## src/rtl/evt_trig_pkg.sv

```systemverilog
package evt_trig_pkg;

    parameter int CODE_W        = 8;
    parameter int CNT_W         = 32;
    parameter int SEL_W         = 2;
    parameter int CTRL_CODE_LSB = 8;

    typedef enum logic [1:0] {
        ST_IDLE  = 2'd0,
        ST_DELAY = 2'd1,
        ST_PULSE = 2'd2
    } chan_state_e;

    typedef enum logic [SEL_W-1:0] {
        SEL_CTRL  = 2'd0,
        SEL_DELAY = 2'd1,
        SEL_WIDTH = 2'd2,
        SEL_NONE  = 2'd3
    } cfg_sel_e;

    typedef struct packed {
        logic              en;
        logic [CODE_W-1:0] code;
        logic [CNT_W-1:0]  dly;
        logic [CNT_W-1:0]  wid;
    } chan_cfg_t;

    function automatic logic code_hit(input logic en,
                                      input logic [CODE_W-1:0] prog,
                                      input logic [CODE_W-1:0] incoming);
        return en && (prog != '0) && (incoming == prog);
    endfunction

endpackage

```

## src/rtl/evt_trig_wdec.sv

```systemverilog
module evt_trig_wdec #(
    parameter int NUM_CH = 8,
    parameter int CH_W   = 3
) (
    input  logic              we,
    input  logic [CH_W-1:0]   ch,
    output logic [NUM_CH-1:0] strobe
);

    genvar gi;
    generate
        for (gi = 0; gi < NUM_CH; gi++) begin : g_dec
            assign strobe[gi] = we && (ch == CH_W'(gi));
        end
    endgenerate

endmodule

```

## src/rtl/evt_trig_chan.sv

```systemverilog
module evt_trig_chan
    import evt_trig_pkg::*;
(
    input  logic              clk,
    input  logic              rst,
    input  logic [CODE_W-1:0] evt_code,
    input  logic              wr_en,
    input  logic [SEL_W-1:0]  wr_sel,
    input  logic [CNT_W-1:0]  wr_data,
    output logic              trig,
    output logic              overlap
);

    chan_cfg_t        cfg;
    chan_state_e      state;
    logic [CNT_W-1:0] cnt;
    logic             ovl;
    logic             hit;
    logic             wr_disable;
    logic             busy;

    assign hit        = code_hit(cfg.en, cfg.code, evt_code);
    assign busy       = (state != ST_IDLE);
    assign wr_disable = wr_en && (cfg_sel_e'(wr_sel) == SEL_CTRL) && !wr_data[0];
    assign trig       = (state == ST_PULSE);
    assign overlap    = ovl;

    always_ff @(posedge clk) begin
        if (rst) begin
            cfg   <= '0;
            state <= ST_IDLE;
            cnt   <= '0;
            ovl   <= 1'b0;
        end else if (busy && wr_disable) begin
            cfg.en <= 1'b0;
            state  <= ST_IDLE;
            cnt    <= '0;
            ovl    <= 1'b0;
        end else if (!busy && wr_en) begin
            ovl <= 1'b0;
            case (cfg_sel_e'(wr_sel))
                SEL_CTRL: begin
                    cfg.en   <= wr_data[0];
                    cfg.code <= wr_data[CTRL_CODE_LSB +: CODE_W];
                end
                SEL_DELAY: cfg.dly <= wr_data;
                SEL_WIDTH: cfg.wid <= wr_data;
                default: ;
            endcase
        end else begin
            case (state)
                ST_IDLE: begin
                    if (hit && (cfg.wid != '0)) begin
                        if (cfg.dly == '0) begin
                            state <= ST_PULSE;
                            cnt   <= cfg.wid;
                        end else begin
                            state <= ST_DELAY;
                            cnt   <= cfg.dly;
                        end
                    end
                end
                ST_DELAY: begin
                    if (hit) ovl <= 1'b1;
                    if (cnt == CNT_W'(1)) begin
                        state <= ST_PULSE;
                        cnt   <= cfg.wid;
                    end else begin
                        cnt <= cnt - 1'b1;
                    end
                end
                ST_PULSE: begin
                    if (hit) ovl <= 1'b1;
                    if (cnt == CNT_W'(1)) begin
                        state <= ST_IDLE;
                        cnt   <= '0;
                    end else begin
                        cnt <= cnt - 1'b1;
                    end
                end
                default: state <= ST_IDLE;
            endcase
        end
    end

    // a disabled channel never drives its trigger
    assert_disable_quiet_R8: assert property (@(posedge clk) disable iff (rst)
        !cfg.en |-> !trig);

    // a non-disable write to a busy channel leaves its setup untouched
    assert_busy_write_ignored_R9: assert property (@(posedge clk) disable iff (rst)
        (wr_en && busy && !wr_disable) |=>
            ($stable(cfg.code) && $stable(cfg.dly) && $stable(cfg.wid) && $stable(cfg.en)));

    // a hit during a busy phase raises the sticky flag
    assert_overlap_set_R7: assert property (@(posedge clk) disable iff (rst)
        (hit && busy && !wr_en) |=> overlap);

    // zero delay pulses right after the hit edge
    assert_zero_delay_R5: assert property (@(posedge clk) disable iff (rst)
        (!busy && !wr_en && hit && (cfg.dly == '0) && (cfg.wid != '0)) |=> trig);

    // zero width produces no pulse and no busy phase
    assert_zero_width_R6: assert property (@(posedge clk) disable iff (rst)
        (!busy && !wr_en && hit && (cfg.wid == '0)) |=> (!trig && (state == ST_IDLE)));

endmodule

```

## src/rtl/evt_trig_top.sv

```systemverilog
module evt_trig_top
    import evt_trig_pkg::*;
#(
    parameter int NUM_CH = 8,
    localparam int CH_W  = (NUM_CH > 1) ? $clog2(NUM_CH) : 1
) (
    input  logic              clk,
    input  logic              rst,
    input  logic [CODE_W-1:0] evt_code,
    input  logic              cfg_we,
    input  logic [CH_W-1:0]   cfg_ch,
    input  logic [SEL_W-1:0]  cfg_sel,
    input  logic [CNT_W-1:0]  cfg_data,
    output logic [NUM_CH-1:0] trig_out,
    output logic [NUM_CH-1:0] overlap_flag
);

    logic [NUM_CH-1:0] wr_strobe;

    evt_trig_wdec #(
        .NUM_CH (NUM_CH),
        .CH_W   (CH_W)
    ) u_wdec (
        .we     (cfg_we),
        .ch     (cfg_ch),
        .strobe (wr_strobe)
    );

    genvar gc;
    generate
        for (gc = 0; gc < NUM_CH; gc++) begin : g_chan
            evt_trig_chan u_chan (
                .clk      (clk),
                .rst      (rst),
                .evt_code (evt_code),
                .wr_en    (wr_strobe[gc]),
                .wr_sel   (cfg_sel),
                .wr_data  (cfg_data),
                .trig     (trig_out[gc]),
                .overlap  (overlap_flag[gc])
            );
        end
    endgenerate

    // a write reaches at most one channel
    assert_single_target_R2: assert property (@(posedge clk) disable iff (rst)
        $onehot0(wr_strobe));

    // outputs are quiet on the first cycle after reset
    assert_reset_quiet_R1: assert property (@(posedge clk)
        $fell(rst) |-> ((trig_out == '0) && (overlap_flag == '0)));

endmodule

```

## config.mk

```make
export PLATFORM = sky130hd
export DESIGN_NAME = evt_trig_top
export DESIGN_NICKNAME = d
export VERILOG_FILES = /design/src/rtl/evt_trig_pkg.sv /design/src/rtl/evt_trig_wdec.sv /design/src/rtl/evt_trig_chan.sv /design/src/rtl/evt_trig_top.sv
export SDC_FILE = /design/constraint.sdc
export NUM_CORES = 2
export LEC_CHECK = 0
export ABC_CLOCK_PERIOD_IN_PS = 4250
export BUFFER_PORTS_ARGS = -buffer_cell sky130_fd_sc_hd__buf_2
export CAP_MARGIN = 20
export CORE_ASPECT_RATIO = 1.4
export CORE_MARGIN = 2
export CORE_UTILIZATION = 45
export CTS_BUF_LIST = sky130_fd_sc_hd__clkbuf_16
export DETAILED_ROUTE_END_ITERATION = 7
export GPL_TIMING_DRIVEN = 0
export MAX_ROUTING_LAYER = met4
export PLACE_DENSITY = 0.69
export SYNTH_ARGS = -nofsm -noshare
export SYNTH_HDL_FRONTEND = slang
export SYNTH_SLANG_ARGS = --single-unit
```

## constraint.sdc

```tcl
create_clock -name clk -period 4.25 [get_ports clk]
set_input_delay 0.425 -clock clk [delete_from_list [all_inputs] [get_ports clk]]
set_output_delay 0.425 -clock clk [all_outputs]
set_load 0.05 [all_outputs]
```

==> results.cfg <==
[global_routing]
grt_max_degree = 16
antenna_found_initial = 17
grt_use_total = 0.352
grt_pass1_wl_mm = 257
grt_pass1_vias = 42200
grt-ovfl-total = 0

[synth]
yosys.area_share.simple = 0.256
synth_top_area_frac = 0.405
synth_mux_area_frac = 0.000469
syn_inst = 5699
synth.largest_area_cell = dfxtp_1
synth_top_family_by_area = simple AND/OR/NAND/NOR gates
synth_area_um2 = 42700
yosysSeqAreaShare = 0.405
synth-compound-area-share = 0.242
synth_edf_count = 0
syn-num-nets = 5795
synthFlopType = dfxtp_1
synthAdderAreaFrac = 0.0141
synth_seq_cells = 864
yosysUniqueCellTypes = 85
yosys_warnings = 0
synthXorXnorAreaFrac = 0.0324
synth.area.top_cells = dfxtp_1, nand2_1, a21oi_1
async_reset_ff_frac = 0
avgSynthCellArea_um2 = 7.49

[clock_tree]
clk_latency_ns = 0.70
clock-sinks = 864
post_cts_buffers = 0
cts_made_buffers = 89
h-tree-depth = 3
hold_buffers = 0
ctsResizeCount = 0
cts_tree = built
clock_path_buffers = 3
cts-root-buf = clkbuf_16
clk_pin_slew_worst_paths_ns = 0.07

[power]
swShare = 0.432
p_leak_uw = 0.0165
powerDensity_nw_per_um2 = 680
power_switching_uw = 14000
internal_power_uw = 18400
pwr-share-clk = 0.262
max-vdd-ir-drop_mv = 0.419
power_frac_seq = 0.289
power_uw = 32500
p_comb_frac = 0.449

[sta]
clock.fmax_ghz = 0.261
timing.final.ws_setup_ns = 0.412
rsz0062_at_grt = no
setup_viol = 0
fin_crit_ns = 3.84
max_slew_margin = 0.133
fin_setup_tns_ns = 0
skew_ns = 0.0164
finalHoldViolations = 0
max_slew.worst_pin.slew_ns = 1.30
drv_slew = 0
fin_crit_sh = 0.903

[routing]
routed-via-count = 45400
drtAntennaViolNets = 0
wire_per_inst_um = 24.2
first_pass_iters = 8
drcViolationCount = 5
avgViaCountPerCell = 6.35
wl_mm = 173
drtIter0Drc = 5391

[floorplanning]
rows = 133
dieWidth_um = 264
pin_count = 64
die_area_um2 = 97400
start_util = 0.454
core_um2 = 94000
die_y_um = 368

[placed_design]
dpl.cell_count = 6958
place_hpwl_mm = 126
port_buffers = 31
gp_congestion = 1.02
place_ws_ns = 0.0247

[hold_path]
hp-start = cfg_data[9]
worst_hold_path_type = in -> reg

[layout]
syn_to_final_growth_pct = 11.8
final_common_cell = nand2_1
final_cell_mix = nand2_1, dfxtp_1, a21oi_1
layout.nets = 5935
drive_gt1_frac = 0.0504
finalNonFillerCells = 7144
fin_util = 0.508

[critical_path]
end_kind = register
crit_arrival_ns = 4.37
worst-path-max-fanout = 10
r2r-start = g_chan[2].u_chan.cnt[4]$_SDFFE_PP0P_
crit_path_start = rst
required_ns = 4.78
critical_path_class = in -> reg
critPathLaunchType = input pin

[run]
cap_violations = 0

[outcome]
outcome = complete, but fails checks
violations = DRC
## final timing paths
kind | end | slack, ns | cells after the start
max | g_chan[4].u_chan.cfg[71]$_SDFFE_PP0P_ | 0.41 | 6
min | g_chan[4].u_chan.cfg[65]$_SDFFE_PP0P_ | 0.07 | 3
max reg2reg | g_chan[2].u_chan.cnt[7]$_SDFFE_PP0P_ | 0.68 | 10
min reg2reg | g_chan[0].u_chan.cfg[72]$_SDFFE_PP0P_ | 0.45 | 2
## metal layers
layer  vias up  wire length, µm  GRT usage
li1      20600                -          -
met1     21500            62800      0.391
met2      2521            81000      0.568
met3       745            15300     0.0648
met4         0            13700      0.251
met5         -                0          -
## synthesized netlist by cell type, drive strengths merged, types with 11 or more instances
cell type / instances
a211o: 23
a211oi: 51
a21o: 29
a21oi: 798
a221o: 31
a221oi: 48
a222oi: 17
a22oi: 28
a31o: 20
a31oi: 85
a32o: 53
and2: 57
and3: 16
buf: 52
clkbuf: 422
dfxtp: 864
ha: 48
inv: 62
nand2: 1382
nand2b: 27
nand3: 143
nand4: 54
nor2: 218
nor2b: 21
nor3: 136
nor3b: 11
nor4: 211
o211ai: 69
o21a: 11
o21ai: 264
o21bai: 22
o22ai: 25
o31ai: 22
o41ai: 23
or2: 19
or3: 46
or4: 32
xnor2: 75
xor2: 83
## power by group through the flow
stage               clock network, µW  registers (µW)  logic, µW
floorplan                           0            9340      10500
global placement                    0            9520      14000
detailed placement                  0            9540      14100
CTS                              8530            9360      14200
global route                     8850            9470      15800
finish                           8500            9390      14600
## sequential cells by signal (all words and copies together), names as in the netlist
name,flops
g_chan.u_chan.cfg,584
g_chan.u_chan.cnt,256
g_chan.u_chan.overlap,8
g_chan.u_chan.state,16
## stage by stage
step	hold WS, ns	instance area (µm²)
after floorplan	0.430	42700
after global placement	0.439	44400
after detailed placement	0.444	44600
after CTS	0.0413	47600
after global routing	0.0778	47700
final	0.0675	47700
## critical path, cell delays in order
cell	delay [ns]
clkbuf_1	0.85
clkbuf_1	0.87
clkbuf_1	0.60
clkbuf_1	0.64
clkbuf_1	0.87
a21oi_1	0.09
## layout make-up
type,instances,area (µm²)
Buffer,474,1880
Sequential cell,864,17300
Fill cell,9263,46300
Antenna cell,15,37.5
Tap cell,1215,1520
Timing Repair Buffer,49,395
Clock buffer,90,2250
Inverter,64,240
Multi-Input combinational cell,4297,23300
Clock inverter,76,840
## cell families (layout without fill, tap and decap cells)
kind of cell | after synthesis | in the layout
buffers and inverters | 538 | 753
AND/OR/NAND/NOR | 2410 | 2410
adder cells (fa/ha/maj) | 48 | 48
multiplexers | 2 | 2
AO/OA/AOI/OAI | 1679 | 1679
flip-flops | 864 | 864
other | 0 | 15
XOR/XNOR | 158 | 158
Power figures use the tool's default switching activity.
